<file path="config.mk">
export PLATFORM = sky130hd
export DESIGN_NAME = gpio_bank_irq
export DESIGN_NICKNAME = d
export VERILOG_FILES = /design/src/rtl/gpio_bank_irq.sv
export SDC_FILE = /design/constraint.sdc
export NUM_CORES = 1
export LEC_CHECK = 0
export BUFFER_PORTS_ARGS = -buffer_cell sky130_fd_sc_hd__buf_2
export CORE_MARGIN = 2
export CORE_UTILIZATION = 55
export DETAILED_ROUTE_END_ITERATION = 10
export PLACE_DENSITY = 0.75
export SYNTH_ARGS = -nofsm -noshare
export SYNTH_HDL_FRONTEND = slang
export SYNTH_SLANG_ARGS = --single-unit
</file>
<file path="constraint.sdc">
create_clock -name clk -period 3.25 [get_ports clk]
set_input_delay 0.65 -clock clk [delete_from_list [all_inputs] [get_ports clk]]
set_output_delay 0.65 -clock clk [all_outputs]
set_load 0.05 [all_outputs]
</file>
<file path="src/rtl/gpio_bank_irq.sv">
module gpio_bank_irq #(
  parameter int NPORT = 4,
  parameter int NPIN  = 8
) (
  input  logic                   clk,
  input  logic                   rst_n,
  input  logic [NPORT*NPIN-1:0]  pin_in,
  input  logic                   wr_en,
  input  logic [((NPORT > 1) ? $clog2(NPORT) : 1)+2:0] addr,
  input  logic [31:0]            wdata,
  output logic [31:0]            rdata,
  output logic                   irq
);
  localparam int PW = (NPORT > 1) ? $clog2(NPORT) : 1;
  localparam int NB = NPORT * NPIN;
  localparam logic [2:0] C_STAT = 3'd0, C_EN = 3'd1, C_TRIG = 3'd2, C_CLR = 3'd3,
                         C_ENM = 3'd4, C_TRM = 3'd5, C_PIN = 3'd6;

  logic [NB-1:0] stat_q, en_q, hi_q, edg_q, both_q, prev_q;
  logic [NB-1:0] en_d, hi_d, edg_d, both_d;
  logic [NB-1:0] clr_vec, emask_vec, tsel_vec;
  logic [NB-1:0] lvl_ev, edg_ev, ev;
  logic [2:0]    code;
  logic [PW-1:0] port;
  logic          port_ok;
  int            base;

  assign code    = addr[2:0];
  assign port    = addr[3 +: PW];
  assign port_ok = 32'(port) < NPORT;
  assign base    = int'(port) * NPIN;

  always_comb begin
    en_d = en_q; hi_d = hi_q; edg_d = edg_q; both_d = both_q;
    clr_vec = '0; emask_vec = '0; tsel_vec = '0;
    if (wr_en && port_ok) begin
      case (code)
        C_EN:   en_d[base +: NPIN] = wdata[NPIN-1:0];
        C_TRIG: begin
          hi_d[base +: NPIN]   = wdata[NPIN-1:0];
          edg_d[base +: NPIN]  = wdata[NPIN +: NPIN];
          both_d[base +: NPIN] = wdata[2*NPIN +: NPIN];
        end
        C_CLR:  clr_vec[base +: NPIN] = wdata[NPIN-1:0];
        C_ENM: begin
          emask_vec[base +: NPIN] = wdata[NPIN +: NPIN];
          en_d[base +: NPIN] = (en_q[base +: NPIN] & ~wdata[NPIN +: NPIN]) |
                               (wdata[NPIN-1:0] & wdata[NPIN +: NPIN]);
        end
        C_TRM: begin
          tsel_vec[base +: NPIN] = wdata[NPIN-1:0];
          for (int i = 0; i < NPIN; i++) begin
            if (wdata[i]) begin
              hi_d[base+i]   = wdata[NPIN];
              edg_d[base+i]  = wdata[NPIN+1];
              both_d[base+i] = wdata[NPIN+2];
            end
          end
        end
        default: ;
      endcase
    end
  end

  assign lvl_ev = ~edg_q & ~(pin_in ^ hi_q);
  assign edg_ev = edg_q & ((both_q & (pin_in ^ prev_q)) |
                           (~both_q & hi_q & pin_in & ~prev_q) |
                           (~both_q & ~hi_q & ~pin_in & prev_q));
  assign ev = lvl_ev | edg_ev;

  always_ff @(posedge clk or negedge rst_n) begin
    if (!rst_n) begin
      stat_q <= '0; en_q <= '0; hi_q <= '0; edg_q <= '0; both_q <= '0; prev_q <= '0;
    end else begin
      stat_q <= ev | (stat_q & ~clr_vec);
      en_q   <= en_d;
      hi_q   <= hi_d;
      edg_q  <= edg_d;
      both_q <= both_d;
      prev_q <= pin_in;
    end
  end

  assign irq = |(stat_q & en_q);

  always_comb begin
    rdata = '0;
    if (port_ok) begin
      case (code)
        C_STAT: rdata[NPIN-1:0] = stat_q[base +: NPIN];
        C_EN:   rdata[NPIN-1:0] = en_q[base +: NPIN];
        C_TRIG: begin
          rdata[NPIN-1:0]      = hi_q[base +: NPIN];
          rdata[NPIN +: NPIN]  = edg_q[base +: NPIN];
          rdata[2*NPIN +: NPIN] = both_q[base +: NPIN];
        end
        C_PIN:  rdata[NPIN-1:0] = pin_in[base +: NPIN];
        default: ;
      endcase
    end
  end

  // a status bit only falls when a clear selected it
  assert_sticky_status_R4: assert property (@(posedge clk) disable iff (!rst_n)
    1'b1 |=> ((~stat_q & $past(stat_q) & ~$past(clr_vec)) == '0));

  // an active high level under level-high mode is latched at the next edge
  assert_level_high_sets_R2: assert property (@(posedge clk) disable iff (!rst_n)
    1'b1 |=> (($past(pin_in & hi_q & ~edg_q) & ~stat_q) == '0));

  // with no pin enabled the line stays low
  assert_no_irq_disabled_R6: assert property (@(posedge clk) disable iff (!rst_n)
    (en_q == '0) |-> !irq);

  // masked enable write leaves unselected pins alone
  assert_masked_enable_R7: assert property (@(posedge clk) disable iff (!rst_n)
    (wr_en && code == C_ENM) |=> (((en_q ^ $past(en_q)) & ~$past(emask_vec)) == '0));

  // masked trigger write leaves unselected pins alone
  assert_masked_trigger_R8: assert property (@(posedge clk) disable iff (!rst_n)
    (wr_en && code == C_TRM) |=>
      ((((hi_q ^ $past(hi_q)) | (edg_q ^ $past(edg_q)) | (both_q ^ $past(both_q)))
        & ~$past(tsel_vec)) == '0));
endmodule

</file>
==> reports/metrics.cfg <==
[status]
status = completed

[pwr]
power_density_nw_per_um2 = 437.0
ir_drop_uv = 353.3
p_leak_uw = 0.005033

[sta]
timing.slew.headroom_pct = 46.61
min_period_ns = 3.046
final_max_slew_viol_count = 0
clock_skew_ns = 0.008035
hold-worst-slack_ns = 0.2352
finalHoldViolCount = 0
fmax_mhz = 328.3
setup_viol = 0
tns_ns = 0
worst_slew_pin_slew_ns = 0.7979
fin_crit_sh_pct = 93.72
rsz0062_at_grt = no

[clock_network]
clk_pin_slew_worst_paths_ns = 0.07
htreeDepth = 4
cts_resized = 0
postCtsSetupBuffers = 0
clock-root-buffer = clkbuf_16
hold_buffers = 0
clk_path_buf_depth = 2
insertion_delay_ns = 0.44
cts_tree = done
cts_made_buffers = 17
cts.sinks = 192

[worst_setup_path]
cp-end-kind = output port
worstPathArrival_ns = 2.40
r2r-start = en_q[23]$_DFFE_PN0P_
rr_endpoint = en_q[7]$_DFFE_PN0P_
crit_start = addr[1]
worstPathMaxFanout = 56
critPathKind = in2out
setup.worst_path.end = rdata[6]
start_kind = input port
ff2ff_setup_slack_ns = 1.53
ff2ff_path_depth = 4
cp.required_ns = 2.60

[layout]
diodes = 0
fillerInstances = 1660
final_common_cell = dfrtp_1
most-common-layout-cells = 192 x dfrtp_1, 186 x nand2_1, 154 x o21ai_0
final_util_pct = 63.27
drive_above_1_share_pct = 16.69
areaGrowthSynthToFinish_pct = 13.48
fin_nets = 1322

[placement]
gp_congestion = 0.9856
port_buffers = 88
post-dp-hpwl_mm = 24.87

[drt]
vias = 10180
drtIter0Drc = 1348
dr.pass1.iters = 5
wirelength_mm = 36.53
drt-wirelength-per-cell_um = 23.99
vias_per_cell = 6.685
antenna_left = 0
drc = 0

[logic_synthesis]
seq_area_frac_synth_pct = 44.42
ys_async_sr_fraction_pct = 100.0
synth.yosys.warnings = 0
syn_inst = 1162
synth-seq-cells = 192
yosysUniqueCellTypes = 54
syn_area_um2 = 10820
synth_flop_cell = dfrtp_1
synth-edff-count = 0
avgSynthCellArea_um2 = 9.308

[global_route]
antenna_found_initial = 1
grt_usage_pct = 36.03
grt_pass1_vias = 9572
grt_pass1_wl_mm = 55.34
overflow = 0
grt_max_degree = 80

[floorplan]
die_h_um = 144.2
std_cell_rows = 51
core_um2 = 19400
io_pins = 105
dieArea_um2 = 20800
die_w_um = 144.2
initial_core_util_pct = 55.75

[run]
maxCapViolCount = 0

[min_path]
hold_path_class = in2async

-- worst max-delay path, cell delays in order --
cell and delay (ns):
buf_2 0.22, nor2b_4 0.20, buf_12 0.25, o21ai_0 0.13, a21oi_1 0.21, o221ai_1 0.19, a32o_1 0.32, buf_2 0.21
-- flip-flops by register name (all words and copies together) (netlist names) --
signal,cells
both_q,32
edg_q,32
en_q,32
hi_q,32
prev_q,32
stat_q,32
-- worst min path at each step --
| stage | slack, ns | to | start |
|---|---|---|---|
| finish | 0.24 | edg_q[5]$_DFFE_PN0P_ | rst_n |
| floorplan | 0.35 | both_q[0]$_DFFE_PN0P_ | rst_n |
| global placement | 0.49 | both_q[18]$_DFFE_PN0P_ | both_q[18]$_DFFE_PN0P_ |
| CTS | 0.27 | edg_q[5]$_DFFE_PN0P_ | rst_n |
| global route | 0.29 | edg_q[5]$_DFFE_PN0P_ | rst_n |
| detailed placement | 0.49 | both_q[10]$_DFFE_PN0P_ | both_q[10]$_DFFE_PN0P_ |
-- cell type report --
type                       instances  area (µm²)  area share [%]
clock inverter                    12       100.1          0.8156
tap                              265       331.6           2.702
timing repair buffer             145       939.7           7.656
inverter                           5       18.77          0.1529
clock buffer                      20       456.7           3.721
sequential                       192        4805           39.15
multi-input combinational        884        5622           45.80
-- power breakdown --
group	internal, µW	leakage, µW	total, µW	switching [µW]
logic	279	0.00236	779	501
registers	2480	0.00242	2560	80.0
clock network	1040	0.000254	2020	987
-- layer usage --
metal	wire [µm]	vias to the layer above	global-route usage, %
met5	0	-	0
met4	1920	0	19.37
met3	4101	118	8.179
met2	15840	664	53.26
met1	14670	4950	49.65
li1	-	4449	-
-- stage by stage --
stage	setup slack (ns)	area [µm²]	power, µW	instances
finish	0.2041	12270	5363	1523
global route	0.1438	12270	5538	1523
global placement	0.2740	11720	3351	1491
detailed placement	0.2614	11720	3367	1491
CTS	0.2418	12270	5365	1523
floorplan	0.03487	10840	3059	1169
-- cells in the mapped netlist, types with 6 or more instances --
cell	n	area [µm²]
and3_1	10	62.56
a32o_1	6	60.06
mux2i_1	30	300.3
o21ai_1	18	90.09
buf_4	11	82.58
or3_1	7	43.79
xnor2_1	37	324.1
buf_1	10	37.54
buf_2	24	120.1
and2_1	21	131.4
a22o_1	21	183.9
o221ai_1	15	131.4
o21ai_0	156	780.8
nand2_1	186	698.2
nor2b_1	10	62.56
clkbuf_1	42	157.7
a21oi_1	99	495.5
a22oi_1	76	570.6
nand3_1	17	85.08
o22ai_1	9	56.30
nor2_1	32	120.1
mux4_2	25	563.0
a211oi_1	7	52.55
a21o_1	34	255.2
dfrtp_1	192	4805
-- kinds of logic (layout without fill, tap and decap cells) --
| family | after synthesis | in the layout | share of synthesized area [%] |
|---|---|---|---|
| adder cells (fa/ha/maj) | 5 | 5 | 0.5784 |
| AND/OR/NAND/NOR | 316 | 316 | 13.54 |
| flip-flops | 192 | 192 | 44.42 |
| multiplexers | 56 | 56 | 8.087 |
| other | 1 | 8 | 0.03467 |
| buffers and inverters | 93 | 182 | 3.957 |
| AO/OA/AOI/OAI | 462 | 462 | 26.39 |
| XOR/XNOR | 37 | 37 | 2.996 |
Note: power is estimated with default switching activity, not from simulation.
